--- src/rtl/regbuf_pkg.sv ---
package regbuf_pkg;

  typedef enum logic [1:0] {
    PH_IDLE = 2'd0,
    PH_PTR  = 2'd1,
    PH_DATA = 2'd2
  } phase_e;

  function automatic logic [31:0] ptr_step(input logic [31:0] p, input logic [31:0] n);
    return (p >= n - 32'd1) ? 32'd0 : p + 32'd1;
  endfunction

  function automatic logic [31:0] ptr_clamp(input logic [31:0] v, input logic [31:0] n);
    return (v < n) ? v : 32'd0;
  endfunction

  function automatic logic ptr_at_last(input logic [31:0] p, input logic [31:0] n);
    return p == n - 32'd1;
  endfunction

endpackage

--- src/rtl/regbuf_pointer.sv ---
module regbuf_pointer
  import regbuf_pkg::*;
#(
  parameter int NREG = 7,
  parameter int PW   = 3
) (
  input  logic          clk,
  input  logic          rst_n,
  input  logic          load,
  input  logic [PW-1:0] load_val,
  input  logic          inc,
  output logic [PW-1:0] ptr,
  output logic          wrap_evt
);

  always_ff @(posedge clk or negedge rst_n) begin
    if (!rst_n)    ptr <= '0;
    else if (load) ptr <= load_val;
    else if (inc)  ptr <= PW'(ptr_step(32'(ptr), 32'(NREG)));
  end

  assign wrap_evt = inc && !load && ptr_at_last(32'(ptr), 32'(NREG));


  ptr_range_chk: assert property (@(posedge clk) disable iff (!rst_n)
    32'(ptr) < 32'(NREG));


  wrap_to_zero_chk: assert property (@(posedge clk) disable iff (!rst_n)
    wrap_evt |=> ptr == '0);


  ptr_hold_chk: assert property (@(posedge clk) disable iff (!rst_n)
    (!load && !inc) |=> $stable(ptr));

endmodule

--- src/rtl/regbuf_stage.sv ---
module regbuf_stage
  import regbuf_pkg::*;
#(
  parameter int NREG     = 7,
  parameter int SEC_ADDR = 0,
  parameter int PW       = 3
) (
  input  logic          clk,
  input  logic          rst_n,
  input  logic          bus_start,
  input  logic          bus_stop,
  input  logic          bus_devaddr,
  input  logic          bus_dev_rd,
  input  logic          bus_wr_byte,
  input  logic [7:0]    bus_wdata,
  input  logic          bus_ack,
  input  logic [PW-1:0] ptr,
  output logic          ptr_load,
  output logic [PW-1:0] ptr_load_val,
  output logic          wr_inc,
  output logic          commit_we,
  output logic [PW-1:0] commit_addr,
  output logic [7:0]    commit_data,
  output logic          presc_rst
);

  phase_e     phase;
  logic       stg_vld;
  logic       stg_is_ptr;
  logic [7:0] stg_data;
  logic       accept;
  logic       frame_edge;
  logic       sec_hit;

  assign frame_edge = bus_start || bus_stop;
  assign accept     = bus_wr_byte && (phase != PH_IDLE);

  always_ff @(posedge clk or negedge rst_n) begin
    if (!rst_n)                 phase <= PH_IDLE;
    else if (frame_edge)        phase <= PH_IDLE;
    else if (bus_devaddr)       phase <= bus_dev_rd ? PH_DATA : PH_PTR;
    else if (ptr_load)          phase <= PH_DATA;
  end

  always_ff @(posedge clk or negedge rst_n) begin
    if (!rst_n) begin
      stg_vld    <= 1'b0;
      stg_is_ptr <= 1'b0;
      stg_data   <= '0;
    end else if (frame_edge) begin
      stg_vld    <= 1'b0;
    end else if (accept) begin
      stg_vld    <= 1'b1;
      stg_is_ptr <= (phase == PH_PTR);
      stg_data   <= bus_wdata;
    end else if (bus_ack) begin
      stg_vld    <= 1'b0;
    end
  end

  assign ptr_load     = bus_ack && stg_vld && stg_is_ptr;
  assign wr_inc       = bus_ack && stg_vld && !stg_is_ptr;
  assign ptr_load_val = PW'(ptr_clamp(32'(stg_data), 32'(NREG)));
  assign sec_hit      = (32'(ptr) == 32'(SEC_ADDR));

  always_ff @(posedge clk or negedge rst_n) begin
    if (!rst_n) begin
      commit_we   <= 1'b0;
      commit_addr <= '0;
      commit_data <= '0;
      presc_rst   <= 1'b0;
    end else begin
      commit_we <= wr_inc;
      presc_rst <= wr_inc && sec_hit;
      if (wr_inc) begin
        commit_addr <= ptr;
        commit_data <= stg_data;
      end
    end
  end


  commit_after_ack_chk: assert property (@(posedge clk) disable iff (!rst_n)
    commit_we |-> $past(bus_ack));


  ptr_byte_silent_chk: assert property (@(posedge clk) disable iff (!rst_n)
    ptr_load |=> !commit_we);


  presc_with_commit_chk: assert property (@(posedge clk) disable iff (!rst_n)
    presc_rst |-> (commit_we && 32'(commit_addr) == 32'(SEC_ADDR)));


  stray_ack_chk: assert property (@(posedge clk) disable iff (!rst_n)
    (bus_ack && !stg_vld) |=> !commit_we);

endmodule

--- src/rtl/regbuf_shadow.sv ---
module regbuf_shadow #(
  parameter int NREG = 7,
  parameter int PW   = 3
) (
  input  logic              clk,
  input  logic              rst_n,
  input  logic              cap,
  input  logic [8*NREG-1:0] live_regs,
  input  logic [PW-1:0]     ptr,
  output logic [7:0]        rd_data
);

  logic [7:0] sh [NREG];

  for (genvar g = 0; g < NREG; g++) begin : g_reg
    always_ff @(posedge clk or negedge rst_n) begin
      if (!rst_n)   sh[g] <= '0;
      else if (cap) sh[g] <= live_regs[g*8 +: 8];
    end


    shadow_frozen_chk: assert property (@(posedge clk) disable iff (!rst_n)
      !cap |=> $stable(sh[g]));


    shadow_capture_chk: assert property (@(posedge clk) disable iff (!rst_n)
      cap |=> sh[g] == $past(live_regs[g*8 +: 8]));
  end

  always_comb begin
    rd_data = '0;
    for (int i = 0; i < NREG; i++) begin
      if (32'(ptr) == i) rd_data = sh[i];
    end
  end

endmodule

--- src/rtl/shadow_regbuf.sv ---
module shadow_regbuf #(
  parameter int NREG     = 7,
  parameter int SEC_ADDR = 0,
  localparam int PW      = $clog2(NREG)
) (
  input  logic              clk,
  input  logic              rst_n,
  input  logic              bus_start,
  input  logic              bus_stop,
  input  logic              bus_devaddr,
  input  logic              bus_dev_rd,
  input  logic              bus_wr_byte,
  input  logic [7:0]        bus_wdata,
  input  logic              bus_ack,
  input  logic              bus_rd_byte,
  input  logic [8*NREG-1:0] live_regs,
  output logic [7:0]        rd_data,
  output logic              commit_we,
  output logic [PW-1:0]     commit_addr,
  output logic [7:0]        commit_data,
  output logic              presc_rst
);

  logic [PW-1:0] ptr;
  logic [PW-1:0] ptr_load_val;
  logic          ptr_load;
  logic          wr_inc;
  logic          ptr_inc;
  logic          wrap_evt;
  logic          cap_evt;

  assign ptr_inc = wr_inc || bus_rd_byte;
  assign cap_evt = bus_start || bus_stop || wrap_evt;

  regbuf_stage #(.NREG(NREG), .SEC_ADDR(SEC_ADDR), .PW(PW)) u_stage (
    .clk(clk), .rst_n(rst_n),
    .bus_start(bus_start), .bus_stop(bus_stop),
    .bus_devaddr(bus_devaddr), .bus_dev_rd(bus_dev_rd),
    .bus_wr_byte(bus_wr_byte), .bus_wdata(bus_wdata), .bus_ack(bus_ack),
    .ptr(ptr), .ptr_load(ptr_load), .ptr_load_val(ptr_load_val), .wr_inc(wr_inc),
    .commit_we(commit_we), .commit_addr(commit_addr), .commit_data(commit_data),
    .presc_rst(presc_rst)
  );

  regbuf_pointer #(.NREG(NREG), .PW(PW)) u_ptr (
    .clk(clk), .rst_n(rst_n),
    .load(ptr_load), .load_val(ptr_load_val), .inc(ptr_inc),
    .ptr(ptr), .wrap_evt(wrap_evt)
  );

  regbuf_shadow #(.NREG(NREG), .PW(PW)) u_shadow (
    .clk(clk), .rst_n(rst_n),
    .cap(cap_evt), .live_regs(live_regs), .ptr(ptr), .rd_data(rd_data)
  );


  commit_single_pulse_chk: assert property (@(posedge clk) disable iff (!rst_n)
    (commit_we && !$past(bus_ack, 1) ) |-> 1'b0 );


  start_refresh_chk: assert property (@(posedge clk) disable iff (!rst_n)
    bus_start |=> rd_data == $past(live_regs[8*32'(ptr) +: 8]));

endmodule

--- config.mk ---
export PLATFORM = sky130hd
export DESIGN_NAME = shadow_regbuf
export DESIGN_NICKNAME = d
export VERILOG_FILES = /design/src/rtl/regbuf_pkg.sv /design/src/rtl/regbuf_pointer.sv /design/src/rtl/regbuf_stage.sv /design/src/rtl/regbuf_shadow.sv /design/src/rtl/shadow_regbuf.sv
export SDC_FILE = /design/constraint.sdc
export NUM_CORES = 1
export LEC_CHECK = 0
export BUFFER_PORTS_ARGS = -buffer_cell sky130_fd_sc_hd__buf_2
export CORE_MARGIN = 3
export CORE_UTILIZATION = 45
export CTS_CLUSTER_DIAMETER = 120
export DETAILED_ROUTE_END_ITERATION = 6
export PLACE_DENSITY = 0.67
export SLEW_MARGIN = 20
export SYNTH_ARGS = -nofsm -noshare
export SYNTH_HDL_FRONTEND = slang
export SYNTH_HIERARCHICAL = 1
export SYNTH_SLANG_ARGS = --single-unit
--- constraint.sdc ---
create_clock -name clk -period 3 [get_ports clk]
set_clock_uncertainty 0.05 [all_clocks]
set_input_delay 0.15 -clock clk [delete_from_list [all_inputs] [get_ports clk]]
set_output_delay 0.15 -clock clk [all_outputs]
set_load 0.05 [all_outputs]
# Word level (Yosys, flattened, before mapping)
# Cells that the tools add are included.
dict set report word_totals {
  ff_bits 84
  out_inout_bits 21
  wordCells 63
}
dict set report op_classes {
  addsub 1
  n_lt_le_gt_ge 2
  n_eq_ne 7
  n_mux 18
  bitwise 1
  reduce_logical 18
}
# operator count
set ops {}
lappend ops {{8-bit two-way mux} 7}
lappend ops {{3-bit two-way mux} 4}
lappend ops {{3-bit == test, second input constant} 3}
lappend ops {{8-bit by 3-bit less-than comparator with 1-bit output, second input constant} 1}
lappend ops {{2-bit two-way mux} 4}
lappend ops {{1-bit logical AND} 7}
lappend ops {{3-bit by 2-bit == test with 1-bit output, second input constant} 2}
lappend ops {{3-bit nonzero test} 2}
lappend ops {{2-bit nonzero test} 2}
lappend ops {{3-bit by 1-bit adder with 3-bit output, second input constant} 1}
lappend ops {{3-bit by 1-bit == test with 1-bit output, second input constant} 1}
lappend ops {{3-bit greater-or-equal comparator, second input constant} 1}
lappend ops {{3-bit zero test} 1}
lappend ops {{1-bit logical OR} 3}
lappend ops {{1-bit two-way mux} 3}
lappend ops {{2-bit by 1-bit == test with 1-bit output, second input constant} 1}
lappend ops {{1-bit zero test} 2}
lappend ops {{2-bit AND reduction} 1}
lappend ops {{1-bit NOT} 1}

# Logic depth before layout (Yosys ltp)
dict set report logic_depth {
  depth_word 8
  mapped_depth 10
  depth_no_buf 7
}

# Hierarchy
# Netlist, hierarchy kept.
# module n_inst cells_each area_per_inst_um2 seq_area_each_um2
set by_module_without_submodules {}
lappend by_module_without_submodules {regbuf_shadow 1 209 2672.6 1401.3}
lappend by_module_without_submodules {regbuf_stage 1 68 991.0 625.6}
lappend by_module_without_submodules {regbuf_pointer 1 22 201.4 75.1}
lappend by_module_without_submodules {shadow_regbuf 1 2 12.5 0.0}

# Least setup slack after synthesis
# OpenSTA, ideal clock, no wires.
dict set report synth_timing {
  path_kind {register to register}
  from {register u_stage.stg_vld}
  to {register u_shadow/sh[10] (netlist name)}
  arrival_ps 2263
  required_time_ps 2825
  slack_ps 562
  path_stages_with_launch 10
  n_path_buf 3
  synth_period_minus_slack_ps 2438
  path_cell_list {dfrtp_1 > nand3b_1 > buf_2 > inv_1 > or2_2 > and4b_2 > or3_1 > buf_2 > buf_2 > mux2_2}
}
dict set report synth_between {
  elab_chain_len 6
  elab_cells_between_ends 8
  classes_between {reduce/logical: 8}
}
# item line_no
set synth_rtl {}
lappend synth_rtl {{start, declared} regbuf_stage.sv:28} ;# logic stg_vld;
lappend synth_rtl {{start signal, assigned} regbuf_stage.sv:47} ;# stg_vld <= 1'b0;
lappend synth_rtl {{start signal, assigned} regbuf_stage.sv:51} ;# stg_vld <= 1'b0;
lappend synth_rtl {{start signal, assigned} regbuf_stage.sv:53} ;# stg_vld <= 1'b1;
lappend synth_rtl {{1-bit logical AND (2 in series)} regbuf_stage.sv:62} ;# assign wr_inc = bus_ack && stg_vld && !stg_is_ptr;
lappend synth_rtl {{named net wr_inc} shadow_regbuf.sv:27} ;# logic wr_inc;
lappend synth_rtl {{1-bit logical OR} shadow_regbuf.sv:32} ;# assign ptr_inc = wr_inc || bus_rd_byte;
lappend synth_rtl {{named net ptr_inc} shadow_regbuf.sv:28} ;# logic ptr_inc;
lappend synth_rtl {{1-bit logical AND (2 in series)} regbuf_pointer.sv:22} ;# assign wrap_evt = inc && !load && ptr_at_last(32'(ptr), 32'(NREG));
lappend synth_rtl {{named net wrap_evt} shadow_regbuf.sv:29} ;# logic wrap_evt;
lappend synth_rtl {{1-bit logical OR} shadow_regbuf.sv:33} ;# assign cap_evt = bus_start || bus_stop || wrap_evt;
lappend synth_rtl {{named net cap_evt} shadow_regbuf.sv:30} ;# logic cap_evt;
lappend synth_rtl {{end signal, assigned by index} regbuf_shadow.sv:18} ;# else if (cap) sh[g] <= live_regs[g*8 +: 8];
lappend synth_rtl {{end, declared} regbuf_shadow.sv:13} ;# logic [7:0] sh [NREG];
# The timed path passes the listed nets, and every way through them passes these cells.
# A chain may end at the register's enable or synchronous reset.

# Final worst setup path
dict set report layout_timing {
  from {register u_ptr.ptr[1]}
  to {output rd_data[4]}
}
dict set report layout_between {
  elab_chain_len 8
  elab_cells_between_ends 14
  classes_between {eq/ne: 6; mux: 7; reduce/logical: 1}
}
# item line_no
set layout_rtl {}
lappend layout_rtl {{start, declared} regbuf_pointer.sv:12} ;# output logic [PW-1:0] ptr,
lappend layout_rtl {{start signal, assigned} regbuf_pointer.sv:18} ;# else if (load) ptr <= load_val;
lappend layout_rtl {{start signal, assigned} regbuf_pointer.sv:19} ;# else if (inc) ptr <= PW'(ptr_step(32'(ptr), 32'(NREG)));
lappend layout_rtl {{3-bit zero test} regbuf_shadow.sv:33} ;# if (32'(ptr) == i) rd_data = sh[i];
lappend layout_rtl {{8-bit two-way mux (6 in series)} regbuf_shadow.sv:33}
lappend layout_rtl {{8-bit two-way mux (*)} regbuf_shadow.sv:33}
lappend layout_rtl {{end, declared} shadow_regbuf.sv:17} ;# output logic [7:0] rd_data,
# Every way passes the cells marked *; elsewhere a longest branch is shown, timed or not.

==> flow_summary_export.csv <==
group,metric,value,unit
sta,grt_setup_unrepaired,"false",
synth,syn_avg_cell_area,12.88,um2
global_routing,grt-ovfl-total,0,
worst_setup_path,critical_path.cell_chain,"buf_4, nor2b_1, o2bb2ai_1, nand2b_1, a21oi_1, buf_2",
sta,max_freq,0.3848,GHz
drt,vias,2946,
cells_and_area,num-fill-cells,652,
synth,synth_top_area_share,0.5421,
synth,ys_types,41,
global_routing,grt_pass1_vias,3049,
synth,yosysMostFrequentCell,"dfrtp_1",
placement,io_buffers,93,
synth,synth_top_area_cell,"dfrtp_1",
cts,clockBufferDepth,2,
sta,tns,0,ps
synth,synth_cells,301,
drt,wl,8899,um
cts,post-cts-setup-buffers,0,
synth,async_reset_ff_frac,1.000,
cells_and_area,final_util,0.6251,
cts,numClockSinks,84,
drt,drtIter0Drc,86,
sta,period_share,0.8662,
cells_and_area,drive_gt1_frac,0.4273,
cts,htree_levels,3,
placement,post-dp-hpwl,5768,um
worst_setup_path,end_kind,"output port",
status,status,"complete, no violations",
worst_setup_path,critPathKind,"register to output port",
cts,clk_latency,340,ps
synth,synth_area_leaders,"dfrtp_1 (54%), mux2_2 (22%), mux2i_1 (2.1%)",
die,io_pins,94,
synth,synth-seq-cells,84,
drt,viasPerCell,5.270,
global_routing,grt_pass1_wl,14590,um
worst_setup_path,cp_slowest_cell,"nor2b_1",
synth,syn_nets,376,
placement,place.gp.congestion,0.8201,
sta,setup_viol,0,
drt,wl_per_cell,15.92,um
die,num_rows,33,
drt,drt_first_pass_iters,4,
pwr,power.density,694.9,nW/um2
worst_setup_path,path_max_fanout,38,
die,initial_core_util,0.4672,
placement,placed_area,4405,um2
min_path,hp-class,"input pin to register",
sta,report.final.slew_viol_count,0,
cts,cts_root_buf,"clkbuf_8",
cts,cts_tree,"yes",
worst_setup_path,critPathArrivalTime,2400,ps
worst_setup_path,cp.required,2800,ps
job,drv_cap,0,
cells_and_area,nNetsFinal,527,
worst_setup_path,max_stage_delay,600,ps
sta,slew_headroom,0.4939,
sta,hold_viol_final,0,
global_routing,antenna_found_initial,0,
drt,drc,0,
worst_setup_path,start_kind,"register",
global_routing,grt.total_usage,0.1870,
synth,synth_commonest_cells,"dfrtp_1 (84), mux2_2 (75), o21ai_0 (15)",
global_routing,grt_max_degree,85,
cts,cts_buffers,9,
cells_and_area,syn2layout_area_growth,33.79,%
cts,clkTransAtPathRegs,80,ps
cells_and_area,diodes,0,
pwr,peakVddDrop,0.0003772,V
die,fp.dieArea,9766,um2
sta,worst_pin_slew,759.1,ps
synth,synthesis.area,3877,um2
die,die_w,98.83,um
die,core,8299,um2
drt,ant_nets,0,
synth,synth_enable_flop_cells,0,
cells_and_area,fin_area,5187,um2
synth,synth_seq_area_share,0.5421,
synth,ys_warn_count,6,
pwr,p_leak,2.453,nW
synth,yosys_most_used_dff,"dfrtp_1",
die,die_h,98.83,um
sta,fin_crit,2599,ps
registers in the layout, indices dropped and copies added (netlist names):
register,count
u_shadow/sh,56
u_stage/commit_data,8
u_stage/stg_data,8
u_ptr/ptr,3
u_stage/commit_addr,3
u_stage/phase,2
u_stage/commit_we,1
u_stage/presc_rst,1
u_stage/stg_is_ptr,1
u_stage/stg_vld,1
path summary, 6_finish.rpt:
| kind | from | end | slack (ps) | cells after the start |
|---|---|---|---|---|
| setup / recovery | u_ptr/ptr[1] | rd_data[4] | 400 | 6 |
| hold / removal | live_regs[29] | u_shadow/sh[29] | 10 | 2 |
| setup reg to reg | u_stage/stg_vld | u_shadow/sh[22] | 420 | 7 |
| hold reg to reg | u_stage/commit_data[0] | u_stage/commit_data[0] | 460 | 1 |
| max in group asynchronous | rst_n | u_shadow/sh[25] | 2010 | 2 |
| min in group asynchronous | rst_n | u_shadow/sh[53] | 370 | 2 |
stage by stage:
stage	instances	setup slack, ps	hold WS, ps	power [mW]
global placement	486	493.1	319.6	2.790
detailed placement	486	435.8	317.3	2.816
finish	559	401.3	12.44	3.605
global route	559	218.6	3.019	3.802
floorplan	301	562.3	-195.6	2.491
CTS	559	356.0	1.333	3.641
where the power goes:
part | total (mW) | internal [mW] | switching, mW
clock network | 0.757 | 0.391 | 0.366
logic | 1.48 | 0.535 | 0.947
registers | 1.37 | 1.28 | 0.0846
total | 3.60 | 2.21 | 1.40
worst max-delay path, delay by kind of cell (launching register included):
kind	cells	cell delay, ps
buf+inv	2	590
compound gates	2	420
simple gates	2	680
flops	1	380
placed cells by master, fill, tap and decap left out, types with 2 or more instances in the layout:
cell type and instances:
clkinv_2 2, buf_2 92, nand3b_1 2, o32ai_1 7
mux2i_1 8, inv_1 12, mux2_2 75, a22oi_1 7
o2bb2ai_1 7, buf_4 4, a31oi_1 2, dlygate4sd3_1 60
ha_1 2, clkbuf_8 10, and3_1 4, nand2_1 12
nor2_1 3, nor2b_1 3, nand2b_1 8, o21ai_0 15
dfrtp_1 84, a21oi_1 14
repair_timing:
action / CTS / global route
resized for setup: 0 / 0
endpoints found under the hold margin: 83 / 0
hold buffers: 60 / 0
area by class of cell:
class | instances | area, um2 | area share
inverters | 12 | 45.04 | 0.008683
well taps | 105 | 131.4 | 0.02533
flip-flops and latches | 84 | 2102 | 0.4052
repair buffers | 158 | 1122 | 0.2164
multi-input cells | 187 | 1609 | 0.3102
clock buffers | 10 | 137.6 | 0.02653
clock inverters | 3 | 40.04 | 0.007718
kinds of logic (layout without fill, tap and decap cells):
family | Yosys count | in the layout | share of synthesized area
compound gates | 58 | 58 | 0.09907
fa+ha+maj | 2 | 2 | 0.006453
buf+inv | 30 | 183 | 0.04323
flops | 84 | 84 | 0.5421
mux | 84 | 84 | 0.2443
simple gates | 43 | 43 | 0.06486
layer usage:
metal | global-route usage | share of wire
met1 | 0.2427 | 0.44
met2 | 0.3063 | 0.48
met3 | 0.04176 | 0.064
met4 | 0.07143 | 0.017
met5 | 0 | 0
No activity file was read; power rests on OpenSTA's default activity.
